File: config.mk
export PLATFORM = sky130hd
export DESIGN_NAME = idrisk_matcher
export DESIGN_NICKNAME = d
export VERILOG_FILES = /design/src/rtl/idrisk_pkg.sv /design/src/rtl/idrisk_capture.sv /design/src/rtl/idrisk_search.sv /design/src/rtl/idrisk_matcher.sv
export SDC_FILE = /design/constraint.sdc
export NUM_CORES = 1
export LEC_CHECK = 0
export CELL_PAD_IN_SITES_DETAIL_PLACEMENT = 1
export CELL_PAD_IN_SITES_GLOBAL_PLACEMENT = 2
export CORE_MARGIN = 2
export CORE_UTILIZATION = 41
export DETAILED_ROUTE_END_ITERATION = 8
export PLACE_DENSITY = 0.94
export SYNTH_ARGS = -nofsm -noshare
export SYNTH_HDL_FRONTEND = slang
export SYNTH_SLANG_ARGS = --single-unit
File: constraint.sdc
create_clock -name clk -period 7.79 [get_ports clk]
set_input_delay 1.558 -clock clk [delete_from_list [all_inputs] [get_ports clk]]
set_output_delay 1.558 -clock clk [all_outputs]
set_load 0.005 [all_outputs]
File: src/rtl/idrisk_pkg.sv
package idrisk_pkg;

    localparam int BYTE_W    = 8;
    localparam int ID_BYTES  = 8;
    localparam int ID_W      = BYTE_W * ID_BYTES;
    localparam int KEY_W     = 32;
    localparam int KEY_SHIFT = 16;
    localparam logic [KEY_W-1:0] KEY_MASK = 32'hF0FF_FFFF;
    localparam int TBL_N     = 58;
    localparam int IDX_W     = $clog2(TBL_N);
    // two extra bits: sign for hi = -1 and headroom for lo + hi
    localparam int BND_W     = IDX_W + 2;
    localparam int PROBE_MAX = IDX_W + 1;

    typedef enum logic [1:0] {
        SZ_16M   = 2'b00,
        SZ_32M   = 2'b01,
        SZ_64M   = 2'b10,
        SZ_OTHER = 2'b11
    } size_cls_e;

    typedef enum logic [1:0] {
        ST_IDLE,
        ST_CAPT,
        ST_SRCH,
        ST_FIN
    } ctl_st_e;

    typedef logic signed [BND_W-1:0] bound_t;

    typedef struct packed {
        bound_t lo;
        bound_t hi;
    } window_t;

    // ascending order is required by the search
    localparam logic [KEY_W-1:0] RISK_KEYS [TBL_N] = '{
        32'h0053B24A, 32'h0064A246, 32'h00B9A046, 32'h00BAA046, 32'h00C0A046,
        32'h1053B24A, 32'h1064A246, 32'h10B9A046, 32'h10BAA046, 32'h10C0A046,
        32'h2022A146, 32'h20A8A146, 32'h20C0A046, 32'h20C0B158, 32'h3022A146,
        32'h30A8A146, 32'h30C0A046, 32'h30C0B158, 32'h4026A158, 32'h402AA046,
        32'h402FA046, 32'h402FA048, 32'h4064A246, 32'h40A8A15A, 32'h40B9D14A,
        32'h5026A158, 32'h502AA046, 32'h502FA046, 32'h5064A246, 32'h50A8A15A,
        32'h50B9D14A, 32'h50C0A046, 32'h602AA046, 32'h6064A246, 32'h702AA046,
        32'h7064A246, 32'h8026A146, 32'h9026A146, 32'hA02FA046, 32'hB02FA046,
        32'hC003B246, 32'hC003B248, 32'hC091D14A, 32'hC0B8A046, 32'hC0BFB148,
        32'hD091D14A, 32'hD0B8A046, 32'hD0BFB148, 32'hE021A146, 32'hE0B8A046,
        32'hE0B9A046, 32'hE0BFA046, 32'hE0BFB158, 32'hF021A146, 32'hF0B8A046,
        32'hF0B9A046, 32'hF0BFA046, 32'hF0BFB158
    };

    function automatic logic [KEY_W-1:0] key_of(input logic [ID_W-1:0] id);
        logic [ID_W-1:0] sh;
        sh = id >> KEY_SHIFT;
        return sh[KEY_W-1:0] & KEY_MASK;
    endfunction

endpackage

File: src/rtl/idrisk_capture.sv
module idrisk_capture #(
    parameter int BYTES = 8,
    parameter int BW    = 8
) (
    input  logic                clk,
    input  logic                rst,
    input  logic                clr_i,
    input  logic                en_i,
    input  logic                vld_i,
    input  logic [BW-1:0]       byte_i,
    output logic [BYTES*BW-1:0] id_o,
    output logic                full_o
);
    localparam int CW = $clog2(BYTES + 1);

    logic [CW-1:0]       cnt_q;
    logic [BYTES*BW-1:0] id_q;

    assign full_o = (cnt_q == CW'(BYTES));
    assign id_o   = id_q;

    always_ff @(posedge clk) begin
        if (rst || clr_i) begin
            cnt_q <= '0;
            id_q  <= '0;
        end else if (en_i && vld_i && !full_o) begin
            id_q[cnt_q*BW +: BW] <= byte_i;
            cnt_q                <= cnt_q + CW'(1);
        end
    end
endmodule

File: src/rtl/idrisk_search.sv
module idrisk_search
    import idrisk_pkg::*;
(
    input  logic             clk,
    input  logic             rst,
    input  logic             go_i,
    input  logic [KEY_W-1:0] key_i,
    output logic             fin_o,
    output logic             hit_o,
    output logic             act_o
);
    window_t          win_q;
    logic [KEY_W-1:0] key_q;
    logic             act_q;
    logic             fin_q;
    logic             hit_q;
    bound_t           sum;
    bound_t           mid;
    logic [KEY_W-1:0] probe;
    logic             empty;

    always_comb begin
        sum   = win_q.lo + win_q.hi;
        mid   = sum >>> 1;
        probe = RISK_KEYS[mid[IDX_W-1:0]];
        empty = (win_q.lo > win_q.hi);
    end

    always_ff @(posedge clk) begin
        if (rst) begin
            win_q <= '0;
            key_q <= '0;
            act_q <= 1'b0;
            fin_q <= 1'b0;
            hit_q <= 1'b0;
        end else begin
            fin_q <= 1'b0;
            if (go_i) begin
                win_q.lo <= '0;
                win_q.hi <= bound_t'(TBL_N - 1);
                key_q    <= key_i;
                act_q    <= 1'b1;
                hit_q    <= 1'b0;
            end else if (act_q) begin
                if (empty) begin
                    act_q <= 1'b0;
                    fin_q <= 1'b1;
                end else if (probe == key_q) begin
                    hit_q <= 1'b1;
                    act_q <= 1'b0;
                    fin_q <= 1'b1;
                end else if (key_q < probe) begin
                    win_q.hi <= mid - bound_t'(1);
                end else begin
                    win_q.lo <= mid + bound_t'(1);
                end
            end
        end
    end

    assign fin_o = fin_q;
    assign hit_o = hit_q;
    assign act_o = act_q;
endmodule

File: src/rtl/idrisk_matcher.sv
module idrisk_matcher
    import idrisk_pkg::*;
(
    input  logic        clk,
    input  logic        rst,
    input  logic        start_i,
    input  logic        byte_vld_i,
    input  logic [7:0]  byte_i,
    input  logic [1:0]  size_cls_i,
    output logic        busy_o,
    output logic        done_o,
    output logic        match_o
);
    ctl_st_e          st_q;
    size_cls_e        size_q;
    logic             match_q;
    logic             accept;
    logic             go;
    logic             cap_full;
    logic [ID_W-1:0]  cap_id;
    logic             eng_fin;
    logic             eng_hit;
    logic             eng_act;

    assign accept = (st_q == ST_IDLE) && start_i;
    assign go     = (st_q == ST_CAPT) && cap_full;

    idrisk_capture #(.BYTES(ID_BYTES), .BW(BYTE_W)) u_cap (
        .clk    (clk),
        .rst    (rst),
        .clr_i  (accept),
        .en_i   (st_q == ST_CAPT),
        .vld_i  (byte_vld_i),
        .byte_i (byte_i),
        .id_o   (cap_id),
        .full_o (cap_full)
    );

    idrisk_search u_eng (
        .clk   (clk),
        .rst   (rst),
        .go_i  (go),
        .key_i (key_of(cap_id)),
        .fin_o (eng_fin),
        .hit_o (eng_hit),
        .act_o (eng_act)
    );

    always_ff @(posedge clk) begin
        if (rst) begin
            st_q    <= ST_IDLE;
            size_q  <= SZ_16M;
            match_q <= 1'b0;
        end else begin
            unique case (st_q)
                ST_IDLE: if (start_i) begin
                    st_q    <= ST_CAPT;
                    size_q  <= size_cls_e'(size_cls_i);
                    match_q <= 1'b0;
                end
                ST_CAPT: if (cap_full) st_q <= ST_SRCH;
                ST_SRCH: if (eng_fin) begin
                    st_q    <= ST_FIN;
                    match_q <= eng_hit && (size_q == SZ_64M);
                end
                ST_FIN:  st_q <= ST_IDLE;
                default: st_q <= ST_IDLE;
            endcase
        end
    end

    assign busy_o  = (st_q != ST_IDLE);
    assign done_o  = (st_q == ST_FIN);
    assign match_o = match_q;
endmodule

# After elaboration in Yosys (flattened, before gate mapping)
# Memories as Yosys holds them, arrays and structs flattened.
# Index checks and enable logic that the tools add are counted.
# word_totals
register_bits	120
rom_bits	2048
output_inout_bits	3
elab_cells	81
n_memories	1
# op_classes
addsub	5
n_lt_le_gt_ge	3
n_eq_ne	11
shifts	2
mux	21
bitwise	5
reduce_logical	21
# memory_table
name	words	word_bits	read_ports	rd_ports_with_merged_regs	wr	line	rtl
(no name shown)	64	32	1	0	0	idrisk_search.sv:25	probe = RISK_KEYS[mid[IDX_W-1:0]];
# op_table
cell	n
bitwise mux 64 bit	1
two-way mux 32 bit	2
variable shift 8 x 34 -> 64 bit (first input constant)	1
variable part select 8 x 34 -> 64 bit	1
negation 7 -> 34 bit	1
== test 32 bit	1
< comparator 32 bit	1
two-way mux 6 bit	5
AND reduction 4 bit	3
AND reduction 3 bit	3
adder 7 x 2 -> 8 bit (second input constant)	1
adder 8 bit	1
greater-than comparator 8 bit	1
two-way mux 1 bit	8
!= test 2 bit (second input constant)	4
case mux 2 bit (4 select lines)	1
nonzero test 2 bit	4
subtractor 7 x 2 -> 8 bit (second input constant)	1
greater-or-equal comparator 6 x 7 -> 1 bit (second input constant)	1
== test 2 bit (second input constant)	3
two-way mux 2 bit	3
inverter 6 bit	1
logical AND 1 bit	5
adder 4 x 1 -> 4 bit (second input constant)	1
11 further kinds	14

# Longest topological paths before layout
# Gate-level depths: netlist of the first run.
# depth
word_depth	11
mapped_depth	22
ltp_nobuf	19

# Modules after synthesis
# A second synthesis of the first run with hierarchy kept.
# unflattened
cells_unflattened	899
hier_area_um2	7719.9
# by_module_without_submodules
mod	instances	cells_each	area_per_inst_um2	seq_area_each_um2
idrisk_search	1	555	4416.7	1021.0
idrisk_capture	1	306	2985.4	1361.3
idrisk_matcher	1	38	317.8	100.1

# Worst setup path before layout of the first run
# No wires, ideal clock.
# synth_timing
path_type	register to register
start	register u_eng.win_q[1] (netlist bit)
end	register u_eng.win_q[0] (netlist bit)
t_arrival_ns	4.932
setup_slack_ns	2.725
stages_incl_launch_ff	21
period_less_slack_ns	5.065
cell_sequence	dfxtp_1 -> inv_1 -> ha_1 -> nand2b_1 -> a21oi_1 -> xor2_1 -> clkbuf_1 -> buf_2 -> ha_1 -> mux4_2 -> nor2_1 -> a31oi_1 -> ha_1 -> a21o_1 -> a21o_1 -> a21oi_1 -> nand4_1 -> or4b_2 -> buf_2 -> mux2i_1 -> a21oi_1
# synth_via
elab_chain_len	8
word_cells_on_any_way	18
cone_classes	2 x add/sub; 2 x order compare; 3 x eq/ne; 7 x mux; 1 x bitwise; 2 x reduce/logical; 1 x memory
# synth_rtl
item	line	rtl
from (decl)	idrisk_search.sv:12	window_t win_q;
adder 8 bit	idrisk_search.sv:23	sum = win_q.lo + win_q.hi;
inverter 6 bit (not written as such)	idrisk_search.sv:25	
memory (64 x 32 bit)	-	
two-way mux 32 bit (not written as such) (2 in series)	idrisk_search.sv:25	
< comparator 32 bit / == test 32 bit (equally long branches)	idrisk_search.sv:52, idrisk_search.sv:48	
nonzero test 2 bit (no line) / != test 2 bit (equally long branches)	-	
AND reduction 4 bit (no line)	-	
# Parallel ways exist; a longest one is shown, timed or not. The select of a mux whose other input is x is not followed.
# A chain may end at the register's enable or synchronous reset.

# Worst setup path in the final report of the first run
# layout_timing
start	register u_eng.win_q[3] (netlist bit)
end	register u_eng.win_q[5] (netlist bit)
# Same word-level chain as after synthesis.

==> metrics.txt, run 1 <==
status=complete, no violations; cell taking the most area after synthesis=dfxtp_1; slew margin rel.=0.1876; Resized Gates After CTS=0; TritonCTS clock tree=built; Final Hold Violating Endpoints=0; Final HPWL DP=13220 um; first-pass GRT wire length=30160 um; Ports=17; fmax=168.3 MHz; syn avg cell area=7.867 um^2; vias in the first global route=5766; overall power=between 0.001 and 0.0015 W; die height=about 120 um; TritonCTS Sinks=84; Worst-Margin Slew=1.219 ns; drt initial violations=around 350; largest net degree at the start of global routing=42; Longest Clk Path Bufs=2; ant diodes=0; switch share=0.2594; Mapped Area=5916 um^2; synth top area cells=dfxtp_1 28%, ha_1 14%, mux2i_1 6.8%; Final nets=820; drt pass-1 iters=5; RSZ-0062 raised after global routing=false; most frequent cells in the layout=104 x nand2_1, 84 x dfxtp_1, 77 x nor2_1; Largest stage delay, worst path=just under 0.9 ns; M1 GR Usage=0.3281; YS warnings=0; Die W=124.1 um; hold_buf cts=0; Final Cycle Share=0.7629; syn_nets=~830; Initial Util=0.4229; vias per inst=5.929; PwrDens=around 160 nW/um^2; postcts setup bufs=0; CTS root buffer=clkbuf_16; sequential area share after synthesis=0.2843; CP max-delay cell=or4b_2; Int Power=0.0007516 W; Seq pwr share=0.440; total CTS buffers=9; post-synthesis register bit count=84; crit path time final=approximately 5.9 ns; CP Class=flip-flop to flip-flop; EDFF count, synth=0; global routing's busiest layer=met2; Critical Path End Type=flip-flop; drt total wl=18340 um; met3 usage=0.03571; cell count after synthesis=752; share of the synthesized area in the top cell type=0.2843; ys flop type=dfxtp_1; H-tree depth=3; post-DR wirelength/cell=19.85 um; combinational share of power=0.124; area grow syn2layout=10.00%; Critical Path RT=7.99 ns; met2 Usage GRT=0.4324; detailed-route DRC error count=0; Clk network pwr share=0.436; final setup violation count=0; HP Class=flip-flop to flip-flop; CP bufs+invs=2; Netlist cell types=between 60 and 70; core area=13990 um^2; Clk pin slew, worst setup/hold paths=0.07 ns; Crit path max-delay family=simple AND/OR/NAND/NOR gates; max-cap violations=0; critical path startpoint category=flip-flop; number of core rows=between 40 and 50; Data arrival, critical path=6.14 ns; total gr overflow=0; worst vdd ir=0.1477 mV; vias after detailed routing=5478; net switching power=~0.00026 W; asr flop ratio synth=0; TNS Setup=0 ns; layout cells sized above 1=0.05645; commonest non-fill, non-tap cell in the layout=nand2_1; clock insertion delay at the later pin of the skew report=around 0.34 ns; Static Leak=2.561 nW; antenna violations before repair=0; final number of max-transition violations=0; Die ar.=15410 um^2; CP Max Fanout=20; All-Layer GR Usage=0.2514; Post-Route Skew=0.008217 ns; antenna viol nets, final=0; critical-path cell list=inv_1 > ha_1 > nor2b_1 > a21oi_1 > xor2_2 > buf_4 > nand2_1 > a21o_1 > a21oi_1 > o21ai_0 > ha_1 > a2111oi_0 > nor2_1 > o21ai_0 > nand4_1 > or4b_2 > nor3_1 > a311oi_1; I/O Buffers=16; gpl congestion=roughly 0.90
-- final cells by class --
class / count / area, um^2
fillers: 1721 / 7481
multi-input cells: 588 / 3949
flip-flops and latches: 84 / 1682
clock buffers: 11 / 252.7
well taps: 180 / 225.2
repair buffers: 24 / 220.2
inverters: 32 / 120.1
clock inverters: 5 / 58.81
-- per-stage QoR --
| stage | cells | setup slack, ns | hold WS, ns | instance area (um^2) | util |
|---|---|---|---|---|---|
| final | 924 | 1.847 | 0.4598 | 6507 | 0.4652 |
| after global placement | 908 | 1.977 | 0.4407 | 6196 | 0.4429 |
| after CTS | 924 | 1.910 | 0.4586 | 6507 | 0.4652 |
| after detailed placement | 908 | 1.998 | 0.4472 | 6196 | 0.4429 |
| after floorplan | 752 | 2.725 | 0.4312 | 5916 | - |
| after global routing | 924 | 1.370 | 0.4778 | 6507 | 0.4652 |
-- worst paths after layout --
| path | from | end | slack, ns | depth (start not counted) |
|---|---|---|---|---|
| max reg2reg | u_eng.win_q[3] | u_eng.win_q[5] | 1.85 | 18 |
| min | u_cap.id_o[34] | u_eng.key_q[18] | 0.46 | 2 |
| min reg2reg | u_cap.id_o[34] | u_eng.key_q[18] | 0.46 | 2 |
| max | u_eng.win_q[3] | u_eng.win_q[5] | 1.85 | 18 |
-- worst min-delay path: cells and delay by family (launching register included) --
family | cells | cell delay (ns)
simple gates | 1 | 0.05
compound gates | 1 | 0.05
flops | 1 | 0.31
-- Yosys cell counts, types with 4 or more instances --
cell       number
buf_2           6
nand2b_1        6
ha_1           66
nor3_1         14
a311oi_1        7
inv_1          30
nor2b_1         5
nand4_1        10
or3_1           4
nand2_1       104
dfxtp_1        84
and2b_1         6
mux2i_1        40
a21oi_1        68
a2111oi_0       4
nor2_1         77
a31oi_1         8
o211ai_1        7
o22ai_1         4
a211oi_1       12
clkbuf_1       38
nand3_1        25
xor2_1          7
o21ai_0        30
and3_1          4
xnor2_1        14
a21o_1          8
nor4_1          4
a211o_1         4
-- kinds of logic (layout without fill, tap and decap cells) --
| logic type | after synthesis | count (layout) | synth area share |
|---|---|---|---|
| AND/OR/NAND/NOR | 275 | 275 | 0.2166 |
| AO/OA/AOI/OAI | 182 | 182 | 0.1959 |
| flip-flops | 84 | 84 | 0.2843 |
| buffers and inverters | 80 | 72 | 0.05393 |
| adder cells (fa/ha/maj) | 67 | 67 | 0.1430 |
| multiplexers | 43 | 43 | 0.07529 |
| XOR/XNOR | 21 | 21 | 0.03109 |
-- registers in the layout (all words and copies together), names as in the netlist --
name         flops
u_eng.act_o      1
size_q           2
match_o          1
u_cap.cnt_q      4
u_cap.id_o      28
u_eng.fin_o      1
u_eng.win_q     16
st_q             2
u_eng.key_q     28
u_eng.hit_o      1
-- layer usage --
layer | vias up | part of all wire
met2 | 100 | 0.49
met1 | 2724 | 0.46
met5 | - | 0
met4 | 0 | 0.017
met3 | 23 | 0.039
li1 | 2631 | -
-- power groups by stage --
stage | clock [W] | combinational, W | sequential, W
final | 0.000442 | 0.000126 | 0.000447
after global routing | 0.000467 | 0.000141 | 0.000448
after CTS | 0.000448 | 0.000127 | 0.000447
after detailed placement | 0 | 0.000123 | 0.000456
after global placement | 0 | 0.000114 | 0.000455
after floorplan | 0 | 0.0000894 | 0.000452
No activity file was read; power rests on OpenSTA's default activity.
==> inputs of run 2 (changes only) <==
Settings changed: CORE_UTILIZATION 41 to 34, PLACE_DENSITY 0.94 to 0.84.
Clock period 7.79 ns to 5.3 ns, I/O delays scaled along.
==> run 2 against run 1 <==
Compared with the run above:
- non-clock buffer count rose by 31
- register-to-register slack worse by 1.5 ns
- die area is 20% higher
- clock-buffer cell count down 2
- total power increased by 38%
- largest cell class unchanged
- critical endpoint is now u_eng.win_q[3]
- final cell count increased by 8.2%
- routed wire length grew 2.3%
- critical path depth up 1
- core utilization fell by 6.9 points
- hold slack got worse by 0.0035 ns
==> metrics.txt, run 2 (same netlist as run 1, synthesis figures left out) <==
drt pass-1 iters=4 (was 5); status=complete, no violations (unchanged); total gr overflow=0 (unchanged); Critical Path End Type=flip-flop (unchanged); Ports=17 (unchanged); hold depth=2 (unchanged); CP bufs+invs=2 (unchanged); crit-path most repeated cell=a21oi_1; max-cap violations=0 (unchanged); Die W=135.9 um (was 124.1 um); CP Max Fanout=13 (was 20); Largest stage delay, worst path=0.67 ns (was 0.87 ns); HP Class=flip-flop to flip-flop (unchanged); core area=17180 um^2 (was 13990 um^2); drt total wl=18770 um (was 18340 um); ant diodes=0 (unchanged); Initial Util=0.3444 (was 0.4229); Longest Clk Path Bufs=2 (unchanged); Data arrival, critical path=5.20 ns (was 6.14 ns); reg-to-reg endpoint=u_eng.win_q[3] (was u_eng.win_q[5]); largest net degree at the start of global routing=42 (unchanged); PwrDens=206.3 nW/um^2 (was 155.9 nW/um^2); CP max-delay cell=or4b_4 (was or4b_2); Final Cycle Share=0.9432 (was 0.7629); Final nets=851 (was 820); reg-to-reg startpoint=u_eng.win_q[0] (was u_eng.win_q[3]); final instance area=6803 um^2 (was 6507 um^2); vias after detailed routing=5595 (was 5478); most frequent cells in the layout=104 x nand2_1, 84 x dfxtp_1, 76 x nor2_1 (was 104 x nand2_1, 84 x dfxtp_1, 77 x nor2_1); final setup violation count=0 (unchanged); All-Layer GR Usage=0.2099 (was 0.2514); total CTS buffers=9 (unchanged); clock insertion delay at the later pin of the skew report=0.34 ns (about the same); Static Leak=2.707 nW (was 2.561 nW); final number of max-transition violations=0 (unchanged); Final HPWL DP=14050 um (was 13220 um); Final Hold Violating Endpoints=0 (unchanged); H-tree depth=3 (unchanged); die height=135.9 um (was 124.1 um); TritonCTS Sinks=84 (unchanged); Critical Path RT=5.50 ns (was 7.99 ns); fmax=200.0 MHz (was 168.3 MHz); worst vdd ir=0.2268 mV (was 0.1477 mV); vias per inst=5.595 (was 5.929); Hold EP=u_eng.key_q[15] (was u_eng.key_q[18]); Die ar.=18470 um^2 (was 15410 um^2); Clk pin slew, worst setup/hold paths=0.06 ns (was 0.07 ns); antenna viol nets, final=0 (unchanged); drt initial violations=280 (was 345); hold_sp=u_cap.id_o[31] (was u_cap.id_o[34]); Worst-Margin Slew=1.285 ns (was 1.219 ns); overall power=0.001403 W (was 0.001015 W); commonest non-fill, non-tap cell in the layout=nand2_1 (unchanged); Crit path max-delay family=simple AND/OR/NAND/NOR gates (unchanged); I/O Buffers=16 (unchanged); gpl congestion=0.9126 (was 0.8965); CP Depth=19 (was 18); Post-Route Skew=0.009298 ns (was 0.008217 ns); hold_buf cts=0 (unchanged); crit path time final=4.999 ns (was 5.943 ns); post-DR wirelength/cell=18.77 um (was 19.85 um); area grow syn2layout=15.00% (was 10.00%); CP Class=flip-flop to flip-flop (unchanged); CTS root buffer=clkbuf_16 (unchanged); detailed-route DRC error count=0 (unchanged); antenna violations before repair=0 (unchanged); layout cells sized above 1=0.1006 (was 0.05645); critical-path cell list=ha_1 > fa_1 > nand2b_1 > a21oi_1 > xnor2_2 > buf_4 > nor2_1 > a21boi_0 > buf_4 > nand2_1 > a21oi_1 > ha_1 > o21ai_0 > a21oi_1 > o2111ai_1 > nand4_1 > or4b_4 > nor3_1 > a311oi_1 (was inv_1 > ha_1 > nor2b_1 > a21oi_1 > xor2_2 > buf_4 > nand2_1 > a21o_1 > a21oi_1 > o21ai_0 > ha_1 > a2111oi_0 > nor2_1 > o21ai_0 > nand4_1 > or4b_2 > nor3_1 > a311oi_1); number of core rows=48 (was 43); Placement Cell Area=6487 um^2 (was 6196 um^2); slew margin rel.=0.1432 (was 0.1876); internal reg-to-reg setup slack=0.30 ns (was 1.85 ns); TritonCTS clock tree=built (unchanged); first-pass GRT wire length=30500 um (was 30160 um); Worst Reg-to-Reg Cells=19 (was 18); cell count after placement=981 (was 908); vias in the first global route=5669 (was 5766); critical path startpoint category=flip-flop (unchanged); final core utilization=0.3961 (was 0.4652); non-filler instance count after layout=1000 (was 924)
==> run 2: cell count changes in the layout (fill, tap and decap cells not counted), sizes merged <==
cell / change
buf: +31
clkinv: +4
clkbuf: -2
bufinv: -1
clkinvlp: -1
==> run 2: how the worst max path moves through the flow <==
stage | start | slack (ns) | endpoint
finish | u_eng.win_q[0] | 0.30 | u_eng.win_q[3]
CTS | u_eng.win_q[1] | 0.009 | u_eng.win_q[3]
floorplan | u_eng.win_q[1] | 0.24 | u_eng.win_q[0]
global placement | u_eng.win_q[2] | 0.17 | u_eng.win_q[3]
global route | u_eng.win_q[2] | -0.003 | u_eng.win_q[9]
detailed placement | u_eng.win_q[1] | -0.03 | u_eng.win_q[3]
==> run 2: layout make-up <==
type,count,area (um^2)
clock buffers,9,225.2
repair buffers,55,478.0
flip-flops and latches,84,1682
well taps,225,281.5
clock inverters,7,41.29
multi-input cells,588,3975
fillers,2131,10370
inverters,32,120.1
==> run 2: worst min-delay path: cells and delay by family, from the launching register on <==
family	cells	cell delay, ns
flops	1	0.31
simple gates	1	0.05
compound gates	1	0.05
==> run 2: metrics by stage <==
step | hold slack [ns] | setup TNS, ns | worst slack (ns)
floorplan | 0.4312 | 0 | 0.2354
global placement | 0.4408 | 0 | 0.1693
detailed placement | 0.4483 | -0.03274 | -0.03274
CTS | 0.4596 | 0 | 0.009404
global route | 0.4709 | -0.002695 | -0.002695
finish | 0.4563 | 0 | 0.3008
==> run 2: per-layer routing <==
metal / vias up / share of wire / global-route usage
li1: 2691 / - / -
met1: 2753 / 0.47 / 0.2782
met2: 126 / 0.48 / 0.3507
met3: 25 / 0.039 / 0.03505
met4: 0 / 0.018 / 0.06134
met5: - / 0 / 0
==> run 2: power breakdown <==
group,internal [W],switching [W]
Clock,0.000314,0.000256
Sequential,0.000643,0.0000131
Combinational,0.0000697,0.000107
==> run 2: timing repair <==
item | CTS | global route
setup buffers | 0 | 3
pin swaps | 0 | 1
resized for setup | 2 | 6
hold endpoints to repair | 0 | 0
endpoints found under the setup margin | 3 | 15
